$ cat src/rtl/mp_rx_gate_pkg.sv
package mp_rx_gate_pkg;

    localparam int CTRL_W    = 8;
    localparam int NFLAG     = 5;

    localparam int ADDR_CTRL = 0;
    localparam int ADDR_STAT = 1;
    localparam int ADDR_DATA = 2;

    localparam int FLG_FULL  = 0;
    localparam int FLG_FER   = 1;
    localparam int FLG_OVR   = 2;
    localparam int FLG_TXE   = 3;
    localparam int FLG_TEND  = 4;

    typedef struct packed {
        logic tx_irq_en;
        logic rx_irq_en;
        logic tx_en;
        logic rx_en;
        logic addr_wait;
        logic tend_irq_en;
        logic clk_sel1;
        logic clk_sel0;
    } ctrl_t;

endpackage

$ cat src/rtl/mp_flag_cell.sv
module mp_flag_cell (
    input  logic clk,
    input  logic rst_n,
    input  logic set_i,
    input  logic rd_i,
    input  logic wr0_i,
    output logic flag_o
);

    typedef struct packed {
        logic flag;
        logic armed;
    } cell_t;

    cell_t cell_d, cell_q;

    always_comb begin
        cell_d = cell_q;
        if (rd_i && cell_q.flag) begin
            cell_d.armed = 1'b1;
        end
        if (wr0_i && cell_q.armed && cell_q.flag) begin
            cell_d.flag  = 1'b0;
            cell_d.armed = 1'b0;
        end
        if (set_i) begin
            cell_d.flag = 1'b1;
        end
    end

    always_ff @(posedge clk) begin
        if (!rst_n) begin
            cell_q <= '0;
        end else begin
            cell_q <= cell_d;
        end
    end

    assign flag_o = cell_q.flag;

endmodule

$ cat src/rtl/mp_ctrl_reg.sv
module mp_ctrl_reg
    import mp_rx_gate_pkg::*;
#(
    parameter int DATA_W = 8
) (
    input  logic              clk,
    input  logic              rst_n,
    input  logic              wr_i,
    input  logic [DATA_W-1:0] wdata_i,
    input  logic              hw_clr_wait_i,
    output ctrl_t             ctrl_o
);

    ctrl_t ctrl_d, ctrl_q;

    always_comb begin
        ctrl_d = ctrl_q;
        if (wr_i) begin
            ctrl_d = ctrl_t'(wdata_i[CTRL_W-1:0]);
        end
        if (hw_clr_wait_i) begin
            ctrl_d.addr_wait = 1'b0;
        end
    end

    always_ff @(posedge clk) begin
        if (!rst_n) begin
            ctrl_q <= '0;
        end else begin
            ctrl_q <= ctrl_d;
        end
    end

    assign ctrl_o = ctrl_q;

endmodule

$ cat src/rtl/mp_rx_filter.sv
module mp_rx_filter
    import mp_rx_gate_pkg::*;
#(
    parameter int DATA_W = 8
) (
    input  logic              clk,
    input  logic              rst_n,
    input  ctrl_t             ctrl_i,
    input  logic              rx_done_i,
    input  logic [DATA_W-1:0] rx_data_i,
    input  logic              rx_mpb_i,
    input  logic              rx_fer_i,
    input  logic              rx_ovr_i,
    input  logic              full_i,
    output logic              set_full_o,
    output logic              set_fer_o,
    output logic              set_ovr_o,
    output logic              hw_clr_wait_o,
    output logic [DATA_W-1:0] hold_o
);

    typedef struct packed {
        logic [DATA_W-1:0] hold;
    } rx_st_t;

    rx_st_t st_d, st_q;
    logic   accept;
    logic   drop;
    logic   take;

    always_comb begin
        accept        = rx_done_i && ctrl_i.rx_en;
        drop          = accept && ctrl_i.addr_wait && !rx_mpb_i;
        take          = accept && !drop;
        hw_clr_wait_o = accept && ctrl_i.addr_wait && rx_mpb_i;
        set_full_o    = take && !full_i;
        set_fer_o     = take && !full_i && rx_fer_i;
        set_ovr_o     = take && (full_i || rx_ovr_i);
        st_d          = st_q;
        if (set_full_o) begin
            st_d.hold = rx_data_i;
        end
    end

    always_ff @(posedge clk) begin
        if (!rst_n) begin
            st_q <= '0;
        end else begin
            st_q <= st_d;
        end
    end

    assign hold_o = st_q.hold;

endmodule

$ cat src/rtl/mp_irq_clk_map.sv
module mp_irq_clk_map
    import mp_rx_gate_pkg::*;
(
    input  ctrl_t            ctrl_i,
    input  logic [NFLAG-1:0] flags_i,
    input  logic             sync_mode_i,
    output logic             irq_tx_empty_o,
    output logic             irq_rx_full_o,
    output logic             irq_rx_err_o,
    output logic             irq_tx_end_o,
    output logic             sck_drive_o,
    output logic             sck_sample_o
);

    always_comb begin
        irq_tx_empty_o = ctrl_i.tx_irq_en && flags_i[FLG_TXE];
        irq_rx_full_o  = ctrl_i.rx_irq_en && flags_i[FLG_FULL];
        irq_rx_err_o   = ctrl_i.rx_irq_en && (flags_i[FLG_FER] || flags_i[FLG_OVR]);
        irq_tx_end_o   = ctrl_i.tend_irq_en && flags_i[FLG_TEND];
        sck_sample_o   = ctrl_i.clk_sel1;
        if (sync_mode_i) begin
            sck_drive_o = !ctrl_i.clk_sel1;
        end else begin
            sck_drive_o = !ctrl_i.clk_sel1 && ctrl_i.clk_sel0;
        end
    end

endmodule

$ cat src/rtl/mp_rx_gate.sv
module mp_rx_gate
    import mp_rx_gate_pkg::*;
#(
    parameter int DATA_W = 8,
    parameter int ADDR_W = 2
) (
    input  logic              clk,
    input  logic              rst_n,
    input  logic [ADDR_W-1:0] bus_addr,
    input  logic              bus_wr,
    input  logic              bus_rd,
    input  logic [DATA_W-1:0] bus_wdata,
    output logic [DATA_W-1:0] bus_rdata,
    input  logic              sync_mode,
    input  logic              rx_done,
    input  logic [DATA_W-1:0] rx_data,
    input  logic              rx_mpb,
    input  logic              rx_fer,
    input  logic              rx_ovr,
    input  logic              tx_empty,
    input  logic              tx_end,
    output logic              irq_tx_empty,
    output logic              irq_rx_full,
    output logic              irq_rx_err,
    output logic              irq_tx_end,
    output logic              sck_drive,
    output logic              sck_sample
);

    ctrl_t             ctrl_w;
    logic [NFLAG-1:0]  flags_w;
    logic [NFLAG-1:0]  flag_set;
    logic [DATA_W-1:0] hold_w;
    logic              ctrl_wr;
    logic              stat_wr;
    logic              stat_rd;
    logic              hw_clr_wait;
    logic              set_full;
    logic              set_fer;
    logic              set_ovr;

    assign ctrl_wr = bus_wr && (bus_addr == ADDR_W'(ADDR_CTRL));
    assign stat_wr = bus_wr && (bus_addr == ADDR_W'(ADDR_STAT));
    assign stat_rd = bus_rd && (bus_addr == ADDR_W'(ADDR_STAT));

    mp_ctrl_reg #(.DATA_W(DATA_W)) u_ctrl (
        .clk           (clk),
        .rst_n         (rst_n),
        .wr_i          (ctrl_wr),
        .wdata_i       (bus_wdata),
        .hw_clr_wait_i (hw_clr_wait),
        .ctrl_o        (ctrl_w)
    );

    mp_rx_filter #(.DATA_W(DATA_W)) u_rx (
        .clk           (clk),
        .rst_n         (rst_n),
        .ctrl_i        (ctrl_w),
        .rx_done_i     (rx_done),
        .rx_data_i     (rx_data),
        .rx_mpb_i      (rx_mpb),
        .rx_fer_i      (rx_fer),
        .rx_ovr_i      (rx_ovr),
        .full_i        (flags_w[FLG_FULL]),
        .set_full_o    (set_full),
        .set_fer_o     (set_fer),
        .set_ovr_o     (set_ovr),
        .hw_clr_wait_o (hw_clr_wait),
        .hold_o        (hold_w)
    );

    always_comb begin
        flag_set           = '0;
        flag_set[FLG_FULL] = set_full;
        flag_set[FLG_FER]  = set_fer;
        flag_set[FLG_OVR]  = set_ovr;
        flag_set[FLG_TXE]  = tx_empty && ctrl_w.tx_en;
        flag_set[FLG_TEND] = tx_end && ctrl_w.tx_en;
    end

    for (genvar gi = 0; gi < NFLAG; gi++) begin : g_flag
        mp_flag_cell u_cell (
            .clk    (clk),
            .rst_n  (rst_n),
            .set_i  (flag_set[gi]),
            .rd_i   (stat_rd),
            .wr0_i  (stat_wr && !bus_wdata[gi]),
            .flag_o (flags_w[gi])
        );
    end

    mp_irq_clk_map u_map (
        .ctrl_i         (ctrl_w),
        .flags_i        (flags_w),
        .sync_mode_i    (sync_mode),
        .irq_tx_empty_o (irq_tx_empty),
        .irq_rx_full_o  (irq_rx_full),
        .irq_rx_err_o   (irq_rx_err),
        .irq_tx_end_o   (irq_tx_end),
        .sck_drive_o    (sck_drive),
        .sck_sample_o   (sck_sample)
    );

    always_comb begin
        bus_rdata = '0;
        case (bus_addr)
            ADDR_W'(ADDR_CTRL): bus_rdata[CTRL_W-1:0] = ctrl_w;
            ADDR_W'(ADDR_STAT): bus_rdata[NFLAG-1:0]  = flags_w;
            ADDR_W'(ADDR_DATA): bus_rdata             = hold_w;
            default:            bus_rdata             = '0;
        endcase
    end

endmodule

$ cat config.mk
export PLATFORM = sky130hd
export DESIGN_NAME = mp_rx_gate
export DESIGN_NICKNAME = d
export VERILOG_FILES = /design/src/rtl/mp_rx_gate_pkg.sv /design/src/rtl/mp_flag_cell.sv /design/src/rtl/mp_ctrl_reg.sv /design/src/rtl/mp_rx_filter.sv /design/src/rtl/mp_irq_clk_map.sv /design/src/rtl/mp_rx_gate.sv
export SDC_FILE = /design/constraint.sdc
export NUM_CORES = 1
export LEC_CHECK = 0
export BUFFER_PORTS_ARGS = -buffer_cell sky130_fd_sc_hd__buf_2
export CAP_MARGIN = 20
export CORE_MARGIN = 2
export CORE_UTILIZATION = 42
export CTS_CLUSTER_DIAMETER = 200
export DETAILED_ROUTE_END_ITERATION = 8
export MAX_ROUTING_LAYER = met4
export PLACE_DENSITY = 0.69
export SYNTH_ARGS = -nofsm -noshare
export SYNTH_HDL_FRONTEND = slang
export SYNTH_SLANG_ARGS = --single-unit
export TNS_END_PERCENT = 1
$ cat constraint.sdc
create_clock -name clk -period 2 [get_ports clk]
set_input_delay 0 -clock clk [delete_from_list [all_inputs] [get_ports clk]]
set_output_delay 0 -clock clk [all_outputs]
set_load 0.05 [all_outputs]
# Word-level counts from Yosys, hierarchy flattened
# Cells that the tools add are included.
# totals
reg_bits	26
input_bits	29
wordCells	101
# op_classes
n_eq_ne	2
mux	18
n_bitwise	1
reduce_logical	61
# op_table
cell	count
$logic_and A1 B1 Y1	38
$pmux W5 S3	1
$reduce_or A2 Y1	6
$mux W1	11
$mux W2	5
$reduce_bool A2 Y1	5
$logic_not A1 Y1	9
$pmux W3 S2	1
$eq A2 B1 Y1 const B	1
$eq A2 B2 Y1 const B	1
$logic_not A2 Y1	1
$logic_or A1 B1 Y1	2
$not A1 Y1	1

# Depth between registers and ports, before layout
# logic_depth
ltp_word	8
depth_mapped	4
mapped_depth_nobuf	3

# Modules after synthesis
# From an unflattened synthesis, not the netlist that was laid out.
# unflattened
cells_unflattened	143
hier_area_um2	1336.3
# modules_own_cells
module	n_inst	cells_per_inst	area_per_inst_um2	seq_area_each_um2
mp_flag_cell	5	8	77.6	40.0
mp_rx_filter	1	43	374.1	160.2
mp_ctrl_reg	1	25	307.8	160.2
mp_rx_gate	1	29	222.7	0.0
mp_irq_clk_map	1	6	43.8	0.0

# Least setup slack after synthesis
# No wires, ideal clock.
# synth_path
path_kind	flip-flop to output port
startpoint	register u_ctrl.ctrl_q, in the netlist u_ctrl.ctrl_o[1]
endpoint	output port bus_rdata[1]
arrival_ps	1877
setup_slack_ps	123
path_stages_with_launch	3
path_buffers	0
path_cell_list	dfxtp_1 -> mux2i_1 -> o21ai_0
# synth_via
elab_chain_len	1
# synth_lines
item	line_no	text
from (decl)	mp_ctrl_reg.sv:14	ctrl_t ctrl_d, ctrl_q;
from (signal assigned)	mp_ctrl_reg.sv:30	ctrl_q <= ctrl_d;
$pmux W5 S3	mp_rx_gate.sv:106	case (bus_addr)
to (decl)	mp_rx_gate.sv:13	output logic [DATA_W-1:0] bus_rdata,
# No other way between the ends.

# Worst setup path in the final report
# layout_path
startpoint	register g_flag[0].u_cell.cell_q, in the netlist g_flag[0].u_cell.flag_o
endpoint	output port bus_rdata[0]
# layout_via
elab_chain_len	1
# layout_lines
item	line_no	text
from (decl)	mp_flag_cell.sv:15	cell_t cell_d, cell_q;
from (signal assigned)	mp_flag_cell.sv:35	cell_q <= cell_d;
$pmux W5 S3	mp_rx_gate.sv:106	
# No other way between the ends.

==> flow_summary.toml <==
[run_status]
status = "finished clean"

[power]
leakagePower_nw = 0.7211
p_total_w = 0.0009127
cellPowerDensity_nw_per_um2 = 524.8
irDropWorstVdd_mv = 0.3501

[floorplan]
pin_count = 43
die_x_um = 59.77
die_h_um = 59.77
die-area_um2 = 3572
rows = 20
core_area_um2 = 3003
start_util_pct = 43.50

[timing]
timing.final.ws_setup_ns = 0.5966
maxSlewViolCount = 0
fin_skew_ns = 0.004679
fmaxAchievable_mhz = 712.6
whs_ns = 0.01067
period_needed_ns = 1.403
tightest_slew_ns = 0.4568
rsz0062_at_grt = "no"
setup_viol = 0
fin_crit_sh_pct = 70.17
finalSetupTns_ns = 0
relSlewSlack_pct = 69.48
hold_viol = 0

[setup_path]
crit_fanout = 8
r2r_cells = 4
r2r_slack_ns = 0.66
crit_arrival_ns = 1.40
critPathRequiredTime_ns = 2.00
cp-end-kind = "primary output"
startpoint_type = "flip-flop"
timing.rr.end = "u_rx.hold_o[1]"
critPathKind = "flip-flop to primary output"
timing.rr.start = "u_ctrl.ctrl_o[3]"
endpoint = "bus_rdata[0]"
startpoint = "g_flag[0].u_cell.flag_o"

[clocking]
cts_tree = "yes"
h-tree-depth = 1
numCtsBuffers = 3
numClockSinks = 26
cts_root_buf = "clkbuf_4"
clock_path_buffers = 2
clkLatencyLatePin_ns = 0.32
clk_pin_slew_ns = 0.14

[global_route]
grt_pass1_vias = 1296
busiest_layer = "met2"
gr-usage-met1_pct = 26.23
grt_antenna_before_repair = 0
grt_util_met2_pct = 33.54
grt_first_pass_wirelength_um = 5589
grt-ovfl-total = 0
grt_max_degree = 25
grt_usage_pct = 21.00
grt_use_met3_pct = 4.978

[logic_synthesis]
ys_ff_latch = 26
ys_seq_area_share_pct = 39.85
synth.distinct_cells = 26
yosysWarnings = 0
synth_fp_nets = 180
synth_area_per_cell_um2 = 8.651
synth_area_um2 = 1306
syn_inst = 151

[placed_design]
numPortBuffers = 42
gp_congestion = 0.7324
place.detailed.hpwl_um = 2357
dp_slack_ns = 0.6922

[routing]
wl_um = 3251
dr.first_iter.drc_count = 27
postRouteAntennaNets = 0
drc = 0
num_vias = 1243
firstDrtPassIters = 4
vias_per_cell = 5.136
wl_per_cell_um = 13.43

[layout]
fillers = 295
drive_gt1_share_pct = 23.92
antenna_cells = 0
final_cell_mix = "buf_2 (42), nand2_1 (32), dfxtp_1 (26)"
utilization_pct = 57.92
area_growth_pct = 33.14
multi_input_comb_area_um2 = 698.2
final_nets = 240
mostFrequentLayoutCell = "buf_2"
seq_area_um2 = 520.5

[worst_hold_path]
hp-class = "primary input to flip-flop"

[run]
drv_cap = 0
## how the worst min path moves through the flow
stage                     startpoint                       to  slack (ns)  cells past startpoint
final                        rx_done  g_flag[1].u_cell.flag_o        0.01                      3
after global routing           rst_n  g_flag[0].u_cell.flag_o        0.01                      2
after CTS                    rx_done  g_flag[1].u_cell.flag_o       0.005                      3
after detailed placement  rx_data[0]           u_rx.hold_o[0]        0.25                      3
after global placement    rx_data[2]           u_rx.hold_o[2]        0.25                      3
after floorplan               rx_fer  g_flag[1].u_cell.flag_o        0.14                      2
## kinds of logic (layout without fill, tap and decap cells)
family	Yosys count	in the layout	synth area share (%)
DFF	26	26	39.85
AOI/OAI and AO/OA	26	26	13.70
buffers and inverters	18	76	6.704
muxes	24	24	18.39
and+or+nand+nor	57	57	21.36
## layout make-up
class | instances | area share [%]
repair buffers | 64 | 24.32
multi-input cells | 107 | 40.14
clock buffers | 3 | 1.295
inverters | 9 | 1.942
flip-flops and latches | 26 | 29.93
well taps | 33 | 2.374
## per-layer routing
| metal | routed length [µm] | vias up |
|---|---|---|
| met2 | 1591 | 38 |
| met5 | 0 | - |
| li1 | - | 632 |
| met1 | 1460 | 569 |
| met4 | 31 | 0 |
| met3 | 167 | 4 |
## power breakdown
part / total (W) / leakage, nW / switching, W / internal, W
combinational: 0.000153 / 0.497 / 0.0000780 / 0.0000751
sequential: 0.000538 / 0.210 / 0.00000961 / 0.000528
clock: 0.000222 / 0.0138 / 0.000151 / 0.0000707
total: 0.000913 / 0.721 / 0.000239 / 0.000674
## flip-flops by register name (all words and copies together) (netlist names)
name / cells
u_rx.hold_o: 8
g_flag.u_cell.flag_o: 5
g_flag.u_cell.cell_q: 5
u_ctrl.ctrl_o: 8
## critical path, cell delays in order, from the launching register on
cell and delay [ns]:
dfxtp_1 0.48, mux2i_1 0.11, o21ai_0 0.20, buf_2 0.30
## what timing repair did
| item | 4_1_cts | 5_1_grt |
|---|---|---|
| endpoints found under the hold margin | 20 | 0 |
| resized for setup | 0 | 0 |
| buffers inserted | 0 | 0 |
| hold buffers | 19 | 0 |
## through the flow
step | cells | cell area, µm²
final | 242 | 1739
after global routing | 242 | 1739
after CTS | 242 | 1739
after detailed placement | 220 | 1526
after global placement | 220 | 1526
after floorplan | 151 | 1306
## cell usage after synthesis (all sizes together)
cell / n / share of area [%]
nand2: 32 / 9.2
dfxtp: 26 / 40
mux2i: 24 / 18
o21ai: 11 / 4.2
inv: 9 / 2.6
nor2b: 8 / 3.8
nor2: 7 / 2.0
buf: 6 / 3.2
o311ai: 6 / 4.0
and2: 3 / 1.4
clkbuf: 3 / 0.96
a21boi: 2 / 1.1
nor3: 2 / 0.77
nor3b: 2 / 1.1
o21a: 2 / 1.1
o31ai: 2 / 1.1
and2b: 1 / 0.57
and4b: 1 / 0.86
nand3b: 1 / 1.5
o2bb2ai: 1 / 0.67
o31a: 1 / 0.67
o41ai: 1 / 0.67
Note: power is estimated with default switching activity, not from simulation.
